===== config.mk =====
export PLATFORM = sky130hd
export DESIGN_NAME = msg_arb_sender
export DESIGN_NICKNAME = d
export VERILOG_FILES = /design/src/rtl/msgarb_pkg.sv /design/src/rtl/phase_tracker.sv /design/src/rtl/txmsg_reg.sv /design/src/rtl/msg_seq.sv /design/src/rtl/comp_word.sv /design/src/rtl/msg_arb_sender.sv
export SDC_FILE = /design/constraint.sdc
export NUM_CORES = 1
export LEC_CHECK = 0
export BUFFER_PORTS_ARGS = -buffer_cell sky130_fd_sc_hd__buf_2
export CAP_MARGIN = 20
export CORE_ASPECT_RATIO = 2
export CORE_MARGIN = 2
export CORE_UTILIZATION = 49
export CTS_BUF_LIST = sky130_fd_sc_hd__clkbuf_4 sky130_fd_sc_hd__clkbuf_8
export CTS_CLUSTER_DIAMETER = 150
export CTS_CLUSTER_SIZE = 10
export DETAILED_ROUTE_END_ITERATION = 10
export GPL_TIMING_DRIVEN = 0
export PLACE_DENSITY = 0.83
export RECOVER_POWER = 50
export SLEW_MARGIN = 20
export SYNTH_ARGS = -nofsm -noshare
export SYNTH_HDL_FRONTEND = slang
export SYNTH_HIERARCHICAL = 1
export SYNTH_SLANG_ARGS = --single-unit
export TNS_END_PERCENT = 20

===== constraint.sdc =====
create_clock -name clk -period 3.35 [get_ports clk]
set_input_delay 0.335 -clock clk [delete_from_list [all_inputs] [get_ports clk]]
set_output_delay 0.335 -clock clk [all_outputs]
set_load 0.01 [all_outputs]

===== src/rtl/msgarb_pkg.sv =====
package msgarb_pkg;
  typedef enum logic [2:0] {
    ST_IDLE, ST_NORM, ST_PEND, ST_P1, ST_P2W, ST_P2, ST_DONE
  } seq_state_t;

  typedef enum logic [1:0] {
    SEL_NONE, SEL_ALL1, SEL_MSG, SEL_OWN
  } word_sel_t;
endpackage


===== src/rtl/phase_tracker.sv =====
module phase_tracker #(
  parameter int PH_W      = 3,
  parameter int PH_START  = 1,
  parameter int PH_RESULT = 3
) (
  input  logic            clk,
  input  logic            rst,
  input  logic [PH_W-1:0] phase,
  output logic            start_evt,
  output logic            res_evt
);
  localparam logic [PH_W-1:0] CODE_START  = PH_W'(PH_START);
  localparam logic [PH_W-1:0] CODE_RESULT = PH_W'(PH_RESULT);

  logic [PH_W-1:0] ph_q;

  always_ff @(posedge clk) begin
    if (rst) ph_q <= '0;
    else     ph_q <= phase;
  end

  // act only on the first clock of each code
  assign start_evt = (phase == CODE_START)  && (ph_q != CODE_START);
  assign res_evt   = (phase == CODE_RESULT) && (ph_q != CODE_RESULT);
endmodule


===== src/rtl/txmsg_reg.sv =====
module txmsg_reg #(
  parameter int NUM_W = 9
) (
  input  logic             clk,
  input  logic             rst,
  input  logic             load,
  input  logic [NUM_W-1:0] din,
  input  logic             lock,
  output logic [NUM_W-1:0] q
);
  always_ff @(posedge clk) begin
    if (rst)                q <= '0;
    else if (load && !lock) q <= din;
  end
endmodule


===== src/rtl/msg_seq.sv =====
module msg_seq
  import msgarb_pkg::*;
(
  input  logic      clk,
  input  logic      rst,
  input  logic      msg_req,
  input  logic      bus_req,
  input  logic      start_evt,
  input  logic      res_evt,
  input  logic      arb_won,
  output word_sel_t sel,
  output logic      req_block,
  output logic      msg_sent,
  output logic      upd_master,
  output logic      upd_rr
);
  seq_state_t st_q, st_d;
  logic       um_d, urr_d;

  always_comb begin
    st_d  = st_q;
    sel   = SEL_NONE;
    um_d  = 1'b0;
    urr_d = 1'b0;
    unique case (st_q)
      ST_IDLE: begin
        if (msg_req) begin
          st_d = ST_PEND;
        end else if (start_evt && bus_req) begin
          st_d = ST_NORM;
          sel  = SEL_OWN;
        end
      end
      ST_NORM: begin
        if (res_evt) begin
          st_d  = ST_IDLE;
          urr_d = 1'b1;
          um_d  = arb_won;
        end
      end
      ST_PEND: begin
        if (start_evt) begin
          st_d = ST_P1;
          sel  = SEL_ALL1;
        end
      end
      ST_P1: begin
        if (res_evt) st_d = arb_won ? ST_P2W : ST_PEND;
      end
      ST_P2W: begin
        if (start_evt) begin
          st_d = ST_P2;
          sel  = SEL_MSG;
        end
      end
      ST_P2: begin
        if (res_evt) st_d = arb_won ? ST_DONE : ST_PEND;
      end
      ST_DONE: begin
        if (!msg_req) st_d = ST_IDLE;
      end
      default: st_d = ST_IDLE;
    endcase
  end

  always_ff @(posedge clk) begin
    if (rst) begin
      st_q       <= ST_IDLE;
      req_block  <= 1'b0;
      msg_sent   <= 1'b0;
      upd_master <= 1'b0;
      upd_rr     <= 1'b0;
    end else begin
      st_q       <= st_d;
      req_block  <= (st_d == ST_PEND) || (st_d == ST_P1) ||
                    (st_d == ST_P2W)  || (st_d == ST_P2);
      msg_sent   <= (st_d == ST_DONE);
      upd_master <= um_d;
      upd_rr     <= urr_d;
    end
  end
endmodule


===== src/rtl/comp_word.sv =====
module comp_word
  import msgarb_pkg::*;
#(
  parameter int NUM_W = 9
) (
  input  logic             clk,
  input  logic             rst,
  input  word_sel_t        sel,
  input  logic             clear,
  input  logic [NUM_W-1:0] txmsg,
  input  logic [NUM_W-1:0] own_num,
  output logic [NUM_W-1:0] comp_num,
  output logic             compete
);
  localparam logic [NUM_W-1:0] MARK_WORD = {NUM_W{1'b1}};

  logic [NUM_W-1:0] word_d;

  always_comb begin
    unique case (sel)
      SEL_ALL1: word_d = MARK_WORD;
      SEL_MSG:  word_d = txmsg;
      SEL_OWN:  word_d = own_num;
      default:  word_d = '0;
    endcase
  end

  always_ff @(posedge clk) begin
    if (rst || clear) begin
      comp_num <= '0;
      compete  <= 1'b0;
    end else if (sel != SEL_NONE) begin
      comp_num <= word_d;
      compete  <= 1'b1;
    end
  end
endmodule


===== src/rtl/msg_arb_sender.sv =====
module msg_arb_sender
  import msgarb_pkg::*;
#(
  parameter int NUM_W     = 9,
  parameter int PH_W      = 3,
  parameter int PH_START  = 1,
  parameter int PH_RESULT = 3
) (
  input  logic             clk,
  input  logic             rst,
  input  logic [PH_W-1:0]  phase,
  input  logic             arb_won,
  input  logic             bus_req,
  input  logic [NUM_W-1:0] own_num,
  input  logic             msg_req,
  input  logic             msg_load,
  input  logic [NUM_W-1:0] msg_din,
  output logic [NUM_W-1:0] comp_num,
  output logic             compete,
  output logic             req_block,
  output logic             msg_sent,
  output logic             upd_master_en,
  output logic             upd_rr_en
);
  logic             start_evt, res_evt;
  logic [NUM_W-1:0] txmsg_q;
  word_sel_t        sel;

  phase_tracker #(.PH_W(PH_W), .PH_START(PH_START), .PH_RESULT(PH_RESULT)) ph_i (
    .clk(clk), .rst(rst), .phase(phase),
    .start_evt(start_evt), .res_evt(res_evt)
  );

  txmsg_reg #(.NUM_W(NUM_W)) tx_i (
    .clk(clk), .rst(rst), .load(msg_load), .din(msg_din),
    .lock(req_block), .q(txmsg_q)
  );

  msg_seq seq_i (
    .clk(clk), .rst(rst), .msg_req(msg_req), .bus_req(bus_req),
    .start_evt(start_evt), .res_evt(res_evt), .arb_won(arb_won),
    .sel(sel), .req_block(req_block), .msg_sent(msg_sent),
    .upd_master(upd_master_en), .upd_rr(upd_rr_en)
  );

  comp_word #(.NUM_W(NUM_W)) word_i (
    .clk(clk), .rst(rst), .sel(sel), .clear(res_evt),
    .txmsg(txmsg_q), .own_num(own_num),
    .comp_num(comp_num), .compete(compete)
  );
endmodule


After elaboration in Yosys (flattened, before gate mapping)
Cells that the tools add are included.
{"block": "classes", "addsub": 0, "multipliers": 0, "n_div": 0, "order_cmp": 0, "eq_ne": 18, "shift": 0, "mux": 18, "n_bitwise": 2, "n_reduce_logical": 13}
{"operator": "$mux 3", "n": 10}
{"operator": "$pmux 9 s3", "n": 1}
{"operator": "$pmux 3 s7", "n": 1}
{"operator": "$eq 3x3->1 const B", "n": 6}
{"operator": "$eq 3x2->1 const B", "n": 5}
{"operator": "$eq 3x1->1 const B", "n": 2}
{"operator": "$mux 2", "n": 3}
{"operator": "$pmux 2 s3", "n": 1}
{"operator": "$eq 2x2->1 const B", "n": 2}
{"operator": "$logic_and 1x1->1", "n": 4}
{"operator": "$logic_or 1x1->1", "n": 4}
{"operator": "$logic_not 3->1", "n": 1}
{"operator": "$ne 3x1->1 const B", "n": 1}
{"operator": "$ne 3x2->1 const B", "n": 1}
{"operator": "$reduce_or 3->1", "n": 1}
{"operator": "$eq 2x1->1 const B", "n": 1}
{"operator": "$mux 1", "n": 2}
{"operator": "$not 1->1", "n": 2}
{"operator": "$reduce_bool 2->1", "n": 1}
{"operator": "$reduce_or 2->1", "n": 1}
{"operator": "$logic_not 1->1", "n": 1}
{"block": "word_totals", "register_bits": 29, "latch_bits": 0, "mem_bits_rw": 0, "mem_bits_ro": 0, "wordCells": 60, "n_memories": 0}

Longest topological paths before layout
Gate-level depths: netlist of run 1.
{"block": "depth", "word_depth": 10, "ltp_mapped": 8}

Modules after synthesis
Netlist of run 1, hierarchy kept.
{"mod": "comp_word", "instances": 1, "cells_per_inst": 33, "area_per_inst_um2": 470.5}
{"mod": "txmsg_reg", "instances": 1, "cells_per_inst": 38, "area_per_inst_um2": 416.6}
{"mod": "msg_seq", "instances": 1, "cells_per_inst": 42, "area_per_inst_um2": 386.6}
{"mod": "phase_tracker", "instances": 1, "cells_per_inst": 10, "area_per_inst_um2": 123.9}

Worst setup path before layout of run 1
Ideal clock, no wire load.
{"block": "synth_timing", "kind": "reg-to-reg", "from": "reg ph_i.ph_q[0]", "to": "reg word_i.comp_num[0]", "setup_ns": 0.119, "arrival_time_ns": 1.714, "t_required_ns": 3.231, "setup_slack_ns": 1.518, "stages_incl_launch_ff": 9, "n_path_buf": 1, "synth_period_minus_slack_ns": 1.832, "cell_sequence": "dfxtp_1 -> nor3b_2 -> nor4b_2 -> nor3b_1 -> o21ai_0 -> inv_1 -> buf_6 -> mux2_4 -> o221a_1"}
{"block": "synth_between", "elab_chain_cells": 8, "word_cells_on_any_way": 16}
{"element": "from (decl)", "line": "phase_tracker.sv:15", "text": "logic [PH_W-1:0] ph_q;"}
{"element": "from (signal assigned)", "line": "phase_tracker.sv:19", "text": "else ph_q <= phase;"}
{"element": "$ne 3x1->1 *", "line": "phase_tracker.sv:23", "text": "assign start_evt = (phase == CODE_START) && (ph_q != CODE_START);"}
{"element": "$logic_and 1x1->1 *", "line": "phase_tracker.sv:23"}
{"element": "net start_evt", "line": "msg_arb_sender.sv:25", "text": "logic start_evt, res_evt;"}
{"element": "$logic_and 1x1->1", "line": "msg_seq.sv:29", "text": "end else if (start_evt && bus_req) begin"}
{"element": "$mux 2", "line": "msg_seq.sv:29"}
{"element": "$mux 2", "line": "msg_seq.sv:27", "text": "if (msg_req) begin"}
{"element": "$pmux 2 s3 *", "line": "msg_seq.sv:25", "text": "unique case (st_q)"}
{"element": "net sel[1]", "line": "msg_arb_sender.sv:27", "text": "word_sel_t sel;"}
{"element": "$eq 2x2->1 or $eq 2x1->1 (tied branches)", "line": "comp_word.sv:20", "text": "unique case (sel)"}
{"element": "$pmux 9 s3", "line": "comp_word.sv:20"}
{"element": "to (signal assigned)", "line": "comp_word.sv:33", "text": "comp_num <= word_d;"}
{"element": "to (decl)", "line": "comp_word.sv:12", "text": "output logic [NUM_W-1:0] comp_num,"}
The timed path passes the listed nets; every way through them passes the cells marked *.
A chain may end at the register's enable or synchronous reset.

Worst setup path after layout of run 1
{"block": "layout_timing", "from": "reg ph_i.ph_q[0]", "to": "reg word_i.comp_num[5]"}
Same word-level chain as after synthesis.

==> impl_metrics.csv, run 1 <==
group,metric,value,unit
outcome,outcome,"finished, final reports clean",
sta,max_clock_freq,476,MHz
cells_and_area,final_cell_count_without_fillers,199,
power,intPower,578,uW
worst_setup_path,worstPathBufferInverterCount,2,
global_routing,grt_overflow,0,
place,portBuffers,40,
drt,remaining_drc_errors,0,
clocking,h-tree-depth,2,
synthesis,synth_cells,123,
floorplan,floorplan.io_pins,41,
power,switching_share,23.3,%
synthesis,synth_seq_cells,29,
synthesis,synth_fa_ha_area_share,0,%
clocking,cts_buffer_depth,2,
worst_setup_path,critical_path.endpoint_type,"register",
power,clockPowerShare,38.8,%
sta,slew_violations,0,
power,max_rail_drop_vdd,0.329,mV
clocking,postCtsSetupBuffers,0,
power,power_switching,175,uW
drt,viasPerCell,6.02,
worst_hold_path,holdCritPathClass,"in -> reg",
worst_setup_path,path_cells,"nor3b_2 > nor4b_2 > nor3b_1 > o21ai_0 > inv_1 > buf_6 > mux2_4 > o221a_1",
floorplan,chipHeight,79.5,um
power,power.leakage,0.679,nW
cells_and_area,area_growth_from_synthesis_to_final_layout,21.3,%
drt,1st_pass_router_iterations,4,
floorplan,core_area,0.00274,mm2
floorplan,initial_utilization,51.1,%
power,sequentialPowerShare,49.6,%
drt,drt.antenna.violating_nets,0,
worst_setup_path,path_max_fanout,10,
drt,drt-wirelength-per-cell,16.5,um
worst_setup_path,start_kind,"register",
power,power.share.combinational,11.7,%
sta,timing_hold_violations_final,0,
sta,finalSetupViolations,0,
cells_and_area,post_route_cells_drive_above_1_share,38.2,%
sta,worst-slew-pin-transition,0.631,ns
power,power_per_cell_area,444,mW/mm2
synthesis,multiplexer_share_of_the_synthesized_area,9.40,%
worst_setup_path,data_required_time_at_the_worst_endpoint,3.51,ns
worst_setup_path,critPathTopFamily,"simple AND/OR/NAND/NOR gates",
floorplan,core.rowCount,27,
floorplan,fp.dieArea,0.00332,mm2
drt,via_count_of_the_routed_design,1197,
clocking,clock_latency,0.27,ns
sta,period_share,62.7,%
global_routing,grt_start_max_net_pins,16,
worst_setup_path,setup.worst_path.class,"reg -> reg",
sta,worst_slack,1.25,ns
global_routing,first_global_vias,1173,
global_routing,antenna_found_initial,0,
synthesis,synth.avg_cell_area,11.4,um2
sta,fin_crit,2.10,ns
synthesis,synth_seq_area_share,41.5,%
synthesis,post_synth_instance_area,0.00140,mm2
clocking,cts_resized,0,
job,maxCapViolCount,0,
cells_and_area,antenna_cells_inserted,0,
synthesis,yosys.area_share.simple,25.5,%
synthesis,synth_top_family_by_area,"simple AND/OR/NAND/NOR gates",
synthesis,synth_warnings,6,
clocking,cts_hold_buffers,0,
clocking,clkSinkCount,29,
sta,worst_hold_slack,0.300,ns
drt,detail_route.wirelength,3290,um
cells_and_area,num-nets-final,197,
synthesis,post_synth_num_cell_types,42,
place,total_placed_cells_including_tap_cells,192,
place,gp_routability_congestion,0.868,
clocking,cts_tree,"yes",
sta,rsz0062_at_grt,"false",
worst_setup_path,crit_slowest_cell,"dfxtp_1",
place,pre_cts_ws,1.23,ns
global_routing,grt_first_pass_wirelength,5240,um
worst_setup_path,worst_path_largest_cell_delay,0.31,ns
floorplan,horiz_die_dim,41.8,um
global_routing,global_route.usage.total,21.0,%
synthesis,postSynthNetCount,150,
synthesis,synth_xor_area_share,0,%
drt,first_iter_violations,13,
place,place_hpwl,2530,um
worst_setup_path,critical_path_data_arrival_time,2.26,ns
clocking,clkSlewWorstSetupHoldPaths,0.06,ns
sta,setup_tns,0,ns
sta,skew,0.00355,ns
synthesis,compound_gate_fraction_of_synth_area,20.0,%
clocking,cts_made_buffers,5,
sta,relative_max_transition_margin,57.9,%
clocking,clock-root-buffer,"clkbuf_8",
## power groups by stage
stage / logic (mW) / registers [mW] / clock network (mW)
final: 0.0878 / 0.373 / 0.292
after global routing: 0.0952 / 0.375 / 0.309
after CTS: 0.0913 / 0.373 / 0.300
after detailed placement: 0.0910 / 0.381 / 0
after global placement: 0.0871 / 0.379 / 0
after floorplan: 0.0530 / 0.379 / 0
## routing by layer
| layer | part of all wire, % | global-route usage [%] | vias to the layer above |
|---|---|---|---|
| met5 | 0 | 0 | - |
| met1 | 34 | 19.9 | 579 |
| met3 | 5.4 | 4.98 | 10 |
| li1 | - | - | 561 |
| met4 | 3.9 | 14.5 | 0 |
| met2 | 56 | 38.3 | 47 |
## flip-flops by register name (all words and copies together), names as in the netlist
name and cells:
word_i/compete 1, tx_i/q 9, seq_i/upd_master 1, seq_i/msg_sent 1, word_i/comp_num 9, seq_i/upd_rr 1
seq_i/st_q 3, ph_i/ph_q 3, seq_i/req_block 1
## final timing paths
| kind | depth (start not counted) | start | slack [ns] | end |
|---|---|---|---|---|
| hold reg to reg | 1 | word_i/compete$_SDFFE_PP0P_ | 0.49 | word_i/compete$_SDFFE_PP0P_ |
| setup / recovery | 8 | ph_i/ph_q[0]$_SDFF_PP0_ | 1.25 | word_i/comp_num[5]$_SDFFE_PP0P_ |
| setup reg to reg | 8 | ph_i/ph_q[0]$_SDFF_PP0_ | 1.25 | word_i/comp_num[5]$_SDFFE_PP0P_ |
| hold / removal | 2 | phase[0] | 0.30 | ph_i/ph_q[0]$_SDFF_PP0_ |
## synth_stat cells, drive strengths merged
master / instances / area (um2)
a21oi: 4 / 20.0
clkbuf: 1 / 3.75
o21bai: 2 / 15.0
a32oi: 2 / 17.5
nor4b: 2 / 23.8
a21o: 1 / 7.51
nor2: 2 / 10.0
nor4: 1 / 12.5
inv: 1 / 3.75
a221oi: 1 / 15.0
dfxtp: 29 / 581
and4b: 2 / 21.3
o21ai: 13 / 83.8
nor2b: 5 / 31.3
nand4bb: 9 / 101
mux2: 9 / 131
nand3b: 1 / 7.51
nand2b: 9 / 56.3
buf: 5 / 42.5
and2b: 3 / 26.3
a31o: 1 / 8.76
and3b: 1 / 10.0
nand2: 4 / 17.5
o31a: 1 / 10.0
o221a: 9 / 101
nor3b: 2 / 20.0
and2: 2 / 13.8
nand3: 1 / 5.00
## final cells by class
type / count / area [um2]
sequential: 29 / 581
buffer: 6 / 45.0
multi-input combinational: 87 / 752
inverter: 1 / 3.75
clock buffer: 7 / 90.1
fill: 231 / 1040
tap: 29 / 36.3
timing repair buffer: 40 / 188
## cell usage in the layout (no fill, tap or decap), types with 2 or more instances in the layout
master | netlist | final
a21oi_1 | 4 | 4
a32oi_1 | 2 | 2
buf_2 | 1 | 30
buf_4 | 2 | 2
buf_6 | 2 | 2
clkbuf_1 | 1 | 12
clkbuf_8 | 0 | 6
dfxtp_1 | 29 | 29
mux2_4 | 8 | 8
nand2_1 | 3 | 3
nand2b_1 | 9 | 9
nand4bb_1 | 9 | 9
nor2b_1 | 5 | 5
o21ai_0 | 2 | 10
o21ai_1 | 6 | 2
o21bai_1 | 2 | 2
o221a_1 | 8 | 8
## metrics by stage
stage	power (mW)	cell area [um2]	util (%)
after floorplan	0.432	1400	-
after global placement	0.466	1630	59.7
after detailed placement	0.472	1630	59.7
after CTS	0.764	1720	63.0
after global routing	0.780	1700	62.0
final	0.753	1700	62.0
## cell families after synthesis
family                 Yosys count
DFF                             29
buffers and inverters            7
muxes                            9
and+or+nand+nor                 44
AOI/OAI and AO/OA               34
Power figures use the tool's default switching activity.
==> run 2, diff against run 1 <==
--- a/config.mk
+++ b/config.mk
@@ -5,6 +5,7 @@
 export SDC_FILE = /design/constraint.sdc
 export NUM_CORES = 1
 export LEC_CHECK = 0
+export ABC_AREA = 1
 export BUFFER_PORTS_ARGS = -buffer_cell sky130_fd_sc_hd__buf_2
 export CAP_MARGIN = 20
 export CORE_ASPECT_RATIO = 2
@@ -15,7 +16,7 @@
 export CTS_CLUSTER_SIZE = 10
 export DETAILED_ROUTE_END_ITERATION = 10
 export GPL_TIMING_DRIVEN = 0
-export PLACE_DENSITY = 0.83
+export PLACE_DENSITY = 0.82
 export RECOVER_POWER = 50
 export SLEW_MARGIN = 20
 export SYNTH_ARGS = -nofsm -noshare
==> constraint.sdc (replaced) <==
create_clock -name clk -period 2 [get_ports clk]
set_input_delay 0.2 -clock clk [delete_from_list [all_inputs] [get_ports clk]]
set_output_delay 0.2 -clock clk [all_outputs]
set_load 0.01 [all_outputs]
==> run 2 against run 1 <==
  * Final cell count increased by 49%
  * Final area increased by 6.7%
  * Sequential cell count unchanged
  * Register-to-register slack got worse by 0.97 ns
  * Total power increased by 83%
  * Critical path type unchanged
  * Largest cell class unchanged
  * Highest routed layer unchanged
==> impl_metrics.csv, run 2 <==
group,metric,value,unit
cells_and_area,mostFrequentLayoutCell,"nand2_1",
clocking,cts_tree,"yes",
synthesis,postSynth.topFlopCell,"dfxtp_1",
clocking,clock_latency,0.28,ns
drt,viasPerCell,4.89,
synthesis,synth_fa_ha_area_share,0,%
drt,via_count_of_the_routed_design,1451,
floorplan,core_area,0.00294,mm2
global_routing,first_global_vias,1389,
worst_setup_path,critical_path_data_arrival_time,1.90,ns
power,power_per_cell_area,760,mW/mm2
clocking,clkSinkCount,29,
worst_setup_path,worst_path_largest_cell_delay,0.32,ns
worst_hold_path,holdCritPathClass,"in -> reg",
synthesis,synth_seq_cells,29,
cells_and_area,largest_registers,"tx_i/q (9), word_i/comp_num (9)",
sta,worst-slew-pin-transition,0.606,ns
cells_and_area,area_growth_from_synthesis_to_final_layout,21.4,%
clocking,postCtsSetupBuffers,0,
synthesis,postSynthNetCount,247,
place,portBuffers,39,
sta,setup_tns,0,ns
global_routing,grt_first_pass_wirelength,5440,um
clocking,cts_made_buffers,5,
worst_setup_path,crit_top_cell,"nand2_1",
synthesis,multiplexer_share_of_the_synthesized_area,0,%
synthesis,yosysTopAreaCellShare,39.0,%
floorplan,initial_utilization,50.6,%
clocking,clock-root-buffer,"clkbuf_8",
floorplan,floorplan.io_pins,41,
worst_setup_path,critical_path.endpoint_type,"register",
sta,timing_hold_violations_final,0,
synthesis,synth.cells.most_frequent,"nand2_1 (50), nor2_1 (36), nand3_1 (32)",
place,place_hpwl,2460,um
global_routing,grt_start_max_net_pins,12,
synthesis,synth_top_cells_by_area,"dfxtp_1 (39%), nand2_1 (13%), nand3_1 (11%)",
worst_setup_path,path_cells,"inv_1 > nand2_1 > nor2_1 > nor2_1 > nand2_1 > nor2_1 > nand3_1 > nand2_1 > buf_6 > inv_4 > buf_12 > nand3_1 > nand3_1 > nand2_1 > inv_1",
synthesis,netlist.top_cell.by_area,"dfxtp_1",
drt,first_iter_violations,30,
floorplan,horiz_die_dim,43.0,um
global_routing,grt_overflow,0,
synthesis,synth_most_common_cell,"nand2_1",
sta,period_share,86.1,%
worst_setup_path,setup.worst_path.class,"reg -> reg",
cells_and_area,antenna_cells_inserted,0,
sta,fin_crit,1.72,ns
outcome,outcome,"finished, final reports clean",
synthesis,synth-async-reset-ratio,0,%
synthesis,post_synth_num_cell_types,23,
synthesis,synth_warnings,6,
floorplan,fp.dieArea,0.00353,mm2
drt,detail_route.wirelength,3140,um
cells_and_area,utilization,61.5,%
clocking,h-tree-depth,2,
global_routing,antenna_found_initial,0,
sta,max_clock_freq,581,MHz
synthesis,compound_gate_fraction_of_synth_area,2.77,%
synthesis,post_synth_instance_area,0.00149,mm2
sta,slew_violations,0,
power,power.leakage,0.962,nW
floorplan,core.rowCount,28,
synthesis,synth.avg_cell_area,6.77,um2
job,maxCapViolCount,0,
place,placed_area,0.00172,mm2
synthesis,yosys.area_share.simple,43.5,%
worst_setup_path,data_required_time_at_the_worst_endpoint,2.18,ns
sta,relative_max_transition_margin,59.6,%
clocking,cts_hold_buffers,0,
worst_setup_path,start_kind,"register",
floorplan,chipHeight,82.0,um
cells_and_area,mostFrequentLayoutCells,"nand2_1 (50), nor2_1 (36), nand3_1 (32), inv_1 (31), dfxtp_1 (29)",
clocking,cts_buffer_depth,2,
cells_and_area,num-nets-final,293,
synthesis,synth_top_family_by_area,"simple AND/OR/NAND/NOR gates",
sta,finalSetupViolations,0,
synthesis,synth_cells,220,
clocking,cts_resized,0,
synthesis,synth_seq_area_share,39.0,%
sta,skew,0.00375,ns
power,max_rail_drop_vdd,0.622,mV
drt,drt.antenna.violating_nets,0,
place,gp_routability_congestion,0.772,
synthesis,synth_xor_area_share,0,%
drt,drt-wirelength-per-cell,10.6,um
cells_and_area,post_route_cells_drive_above_1_share,24.7,%
global_routing,global_route.usage.total,20.6,%
drt,1st_pass_router_iterations,4,
worst_setup_path,crit_slowest_cell,"dfxtp_1",
cells_and_area,layout.cell_area.non_filler,0.00181,mm2
clocking,clkSlewWorstSetupHoldPaths,0.06,ns
sta,rsz0062_at_grt,"false",
synthesis,synth_edf_count,0,
worst_setup_path,path_max_fanout,10,
power,total_power,1.38,mW
drt,remaining_drc_errors,0,
==> run 2: changes by cell type after synthesis, moves of 5 or more <==
cell / before / now
inv_2: 0 / 6
o21ai_2: 5 / 0
nand3_1: 1 / 32
nand4bb_1: 9 / 0
nand2_1: 3 / 50
o221a_1: 8 / 0
nand3_2: 0 / 6
nand2b_1: 9 / 0
mux2_4: 8 / 0
inv_1: 1 / 31
nor2_1: 1 / 36
nor2b_1: 5 / 0
==> run 2: cell type report <==
type | count | area (um2)
inverters | 40 | 155
plain buffers | 5 | 65.1
clock buffers | 7 | 96.3
flip-flops and latches | 29 | 581
clock inverters | 1 | 5.00
well taps | 30 | 37.5
multi-input cells | 146 | 689
repair buffers | 39 | 180
fillers | 292 | 1130
==> run 2: metal layers <==
metal / GRT usage, % / wire, um / vias up
li1: - / - / 767
met1: 17.5 / 1110 / 628
met2: 40.3 / 1750 / 47
met3: 3.96 / 163 / 9
met4: 14.8 / 116 / 0
met5: 0 / 0 / -
==> run 2: where the power goes <==
| part | internal [mW] | leakage, nW | switching, mW |
|---|---|---|---|
| registers | 0.616 | 0.238 | 0.0272 |
| clock network | 0.310 | 0.0542 | 0.214 |
| logic | 0.0848 | 0.670 | 0.123 |
| total | 1.01 | 0.962 | 0.364 |
==> run 2: path summary, 6_finish.rpt <==
kind	start	end	slack [ns]	cells past startpoint
max	ph_i/ph_q[2]$_SDFF_PP0_	word_i/comp_num[2]$_SDFFE_PP0P_	0.28	15
min reg2reg	word_i/compete$_SDFFE_PP0P_	word_i/compete$_SDFFE_PP0P_	0.45	2
min	phase[2]	ph_i/ph_q[2]$_SDFF_PP0_	0.14	3
max reg2reg	ph_i/ph_q[2]$_SDFF_PP0_	word_i/comp_num[2]$_SDFFE_PP0P_	0.28	15
==> run 2: metrics by stage <==
step                      hold WS, ns  setup slack [ns]  instances
after detailed placement        0.423             0.308        289
after CTS                       0.132             0.289        297
final                           0.139             0.279        297
after global placement          0.422             0.317        289
after global routing            0.147            0.0614        297
after floorplan                 0.267             0.551        220
==> run 2: cells by family after synthesis <==
| logic type | count (synthesis) |
|---|---|
| AOI/OAI and AO/OA | 8 |
| DFF | 29 |
| and+or+nand+nor | 138 |
| buffers and inverters | 45 |
==> run 2: critical path: cells and delay by family, from the launching register on <==
family	cells	cell delay, ns
buffers and inverters	5	0.39
and+or+nand+nor	10	0.90
DFF	1	0.32
==> run 3, diff against run 2 <==
--- a/config.mk
+++ b/config.mk
@@ -5,7 +5,6 @@
 export SDC_FILE = /design/constraint.sdc
 export NUM_CORES = 1
 export LEC_CHECK = 0
-export ABC_AREA = 1
 export BUFFER_PORTS_ARGS = -buffer_cell sky130_fd_sc_hd__buf_2
 export CAP_MARGIN = 20
 export CORE_ASPECT_RATIO = 2
@@ -16,7 +15,7 @@
 export CTS_CLUSTER_SIZE = 10
 export DETAILED_ROUTE_END_ITERATION = 10
 export GPL_TIMING_DRIVEN = 0
-export PLACE_DENSITY = 0.82
+export PLACE_DENSITY = 0.83
 export RECOVER_POWER = 50
 export SLEW_MARGIN = 20
 export SYNTH_ARGS = -nofsm -noshare
==> run 3 against run 2 <==
  * Critical path depth shrank 7
  * Clock power fell by 6.1%
  * Sequential share of layout area increased by 1.3 points
  * Worst hold slack gained 0.029 ns
  * Register-to-register slack worse by 0.18 ns
  * Clock-buffer cell count is the same
  * Highest routed layer unchanged
  * Setup slack worse by 0.18 ns
  * Die area fell by 5.8%
  * Via count decreased by 17%
==> impl_metrics.csv, run 3 (synthesized netlist as in run 1, its figures left out) <==
group,metric,value,unit
outcome,outcome,"finished, final reports clean",
sta,period_share,95.1,%
drt,drt-wirelength-per-cell,17.1,um
place,portBuffers,40,
floorplan,fp.dieArea,0.00332,mm2
global_routing,global_route.usage.total,22.0,%
cells_and_area,filler_cells,235,
drt,drt.antenna.violating_nets,0,
clocking,clock-root-buffer,"clkbuf_8",
global_routing,grt_start_max_net_pins,16,
worst_setup_path,reg2reg_to,"word_i/comp_num[5]$_SDFFE_PP0P_",
sta,relative_max_transition_margin,56.2,%
worst_hold_path,holdCritPathClass,"in -> reg",
cells_and_area,layout.cell_area.non_filler,0.00174,mm2
global_routing,grt_first_pass_wirelength,5480,um
cells_and_area,final_cell_count_without_fillers,202,
floorplan,core_area,0.00274,mm2
worst_hold_path,hold_start,"phase[0]",
worst_setup_path,r2r_cells,8,
worst_hold_path,holdPathEnd,"ph_i/ph_q[0]$_SDFF_PP0_",
power,total_power,1.27,mW
sta,max_clock_freq,526,MHz
clocking,clkSinkCount,29,
clocking,clkSlewWorstSetupHoldPaths,0.06,ns
worst_setup_path,critical_path.endpoint_type,"register",
clocking,clock_latency,0.27,ns
place,place_hpwl,2530,um
sta,finalSetupViolations,0,
clocking,cts_hold_buffers,0,
worst_setup_path,timing.rr.start,"ph_i/ph_q[0]$_SDFF_PP0_",
global_routing,grt_overflow,0,
floorplan,chipHeight,79.5,um
place,pre_cts_ws,-0.0658,ns
worst_setup_path,data_required_time_at_the_worst_endpoint,2.16,ns
floorplan,floorplan.io_pins,41,
floorplan,horiz_die_dim,41.8,um
power,max_rail_drop_vdd,0.557,mV
cells_and_area,mostFrequentLayoutCells,"dfxtp_1 (29), buf_2 (26), clkbuf_1 (15), nand2b_1 (9), nand4bb_1 (9)",
sta,worst_slack,0.0978,ns
sta,skew,0.00526,ns
worst_setup_path,path_max_fanout,5,
sta,worst-slew-pin-transition,0.658,ns
drt,first_iter_violations,18,
sta,worst_hold_slack,0.167,ns
cells_and_area,area_growth_from_synthesis_to_final_layout,24.3,%
drt,via_count_of_the_routed_design,1199,
worst_setup_path,setup.worst_path.class,"reg -> reg",
clocking,h-tree-depth,2,
power,power.leakage,0.686,nW
power,power_per_cell_area,732,mW/mm2
sta,rsz0062_at_grt,"false",
drt,viasPerCell,5.94,
cells_and_area,antenna_cells_inserted,0,
cells_and_area,sequential_cell_area,581,um2
worst_setup_path,start_kind,"register",
worst_setup_path,r2r_slack,0.1,ns
drt,detail_route.wirelength,3450,um
floorplan,initial_utilization,51.1,%
clocking,cts_tree,"yes",
clocking,cts_buffer_depth,2,
floorplan,core.rowCount,27,
clocking,cts_made_buffers,5,
place,total_placed_cells_including_tap_cells,192,
cells_and_area,utilization,63.5,%
job,maxCapViolCount,0,
place,placed_area,0.00163,mm2
global_routing,antenna_found_initial,0,
cells_and_area,num-nets-final,200,
global_routing,first_global_vias,1189,
cells_and_area,post_route_cells_drive_above_1_share,40.5,%
cells_and_area,largest_registers,"tx_i/q (9), word_i/comp_num (9)",
worst_setup_path,critical_path_data_arrival_time,2.06,ns
cells_and_area,multiInputGateArea,771,um2
sta,fin_crit,1.90,ns
sta,setup_tns,0,ns
drt,1st_pass_router_iterations,4,
place,gp_routability_congestion,0.868,
sta,timing_hold_violations_final,0,
worst_hold_path,worstHoldPathCells,2,
drt,remaining_drc_errors,0,
sta,slew_violations,0,
cells_and_area,mostFrequentLayoutCell,"dfxtp_1",
## run 3: worst max path at each step
| stage | startpoint | to | slack, ns |
|---|---|---|---|
| 2_1_floorplan | ph_i/ph_q[0]$_SDFF_PP0_ | word_i/comp_num[0]$_SDFFE_PP0P_ | 0.17 |
| 3_3_place_gp | ph_i/ph_q[0]$_SDFF_PP0_ | word_i/comp_num[0]$_SDFFE_PP0P_ | 0.04 |
| 3_5_place_dp | ph_i/ph_q[0]$_SDFF_PP0_ | word_i/comp_num[0]$_SDFFE_PP0P_ | -0.07 |
| 4_1_cts | ph_i/ph_q[0]$_SDFF_PP0_ | word_i/comp_num[0]$_SDFFE_PP0P_ | 0.01 |
| 5_1_grt | ph_i/ph_q[0]$_SDFF_PP0_ | word_i/comp_num[4]$_SDFFE_PP0P_ | 0.0004 |
| 6_report | ph_i/ph_q[0]$_SDFF_PP0_ | word_i/comp_num[5]$_SDFFE_PP0P_ | 0.1 |
## run 3: area by class of cell
class	count	area share (%)
plain buffers	6	2.67
clock buffers	7	5.19
inverters	1	0.216
multi-input cells	87	44.4
flip-flops and latches	29	33.4
well taps	29	2.09
repair buffers	43	12.0
## run 3: critical path, stage by stage, from the launching register on
cell	delay [ns]
dfxtp_1	0.31
nor3b_2	0.16
nor4b_2	0.24
nor3b_2	0.24
o21ai_2	0.10
inv_2	0.09
buf_6	0.14
mux2_4	0.30
o221a_1	0.22
## run 3: repair_timing
item | 4_1_cts | 5_1_grt
gates cloned | 1 | 0
endpoints found under the hold margin | 0 | 0
setup endpoints to repair | 8 | 10
setup buffers | 1 | 1
resized for setup | 6 | 2
pin swaps | 1 | 3
## run 3: power breakdown
part,internal [mW],switching (mW)
Combinational,0.0797,0.0747
Sequential,0.605,0.0206
Clock,0.286,0.206
## run 3: routing by layer
layer  GRT usage, %  up-vias  part of all wire (%)
li1               -      567                     -
met1           20.8      579                    35
met2           40.2       43                    56
met3           4.98       10                   4.8
met4           15.2        0                   3.9
met5              0        -                     0
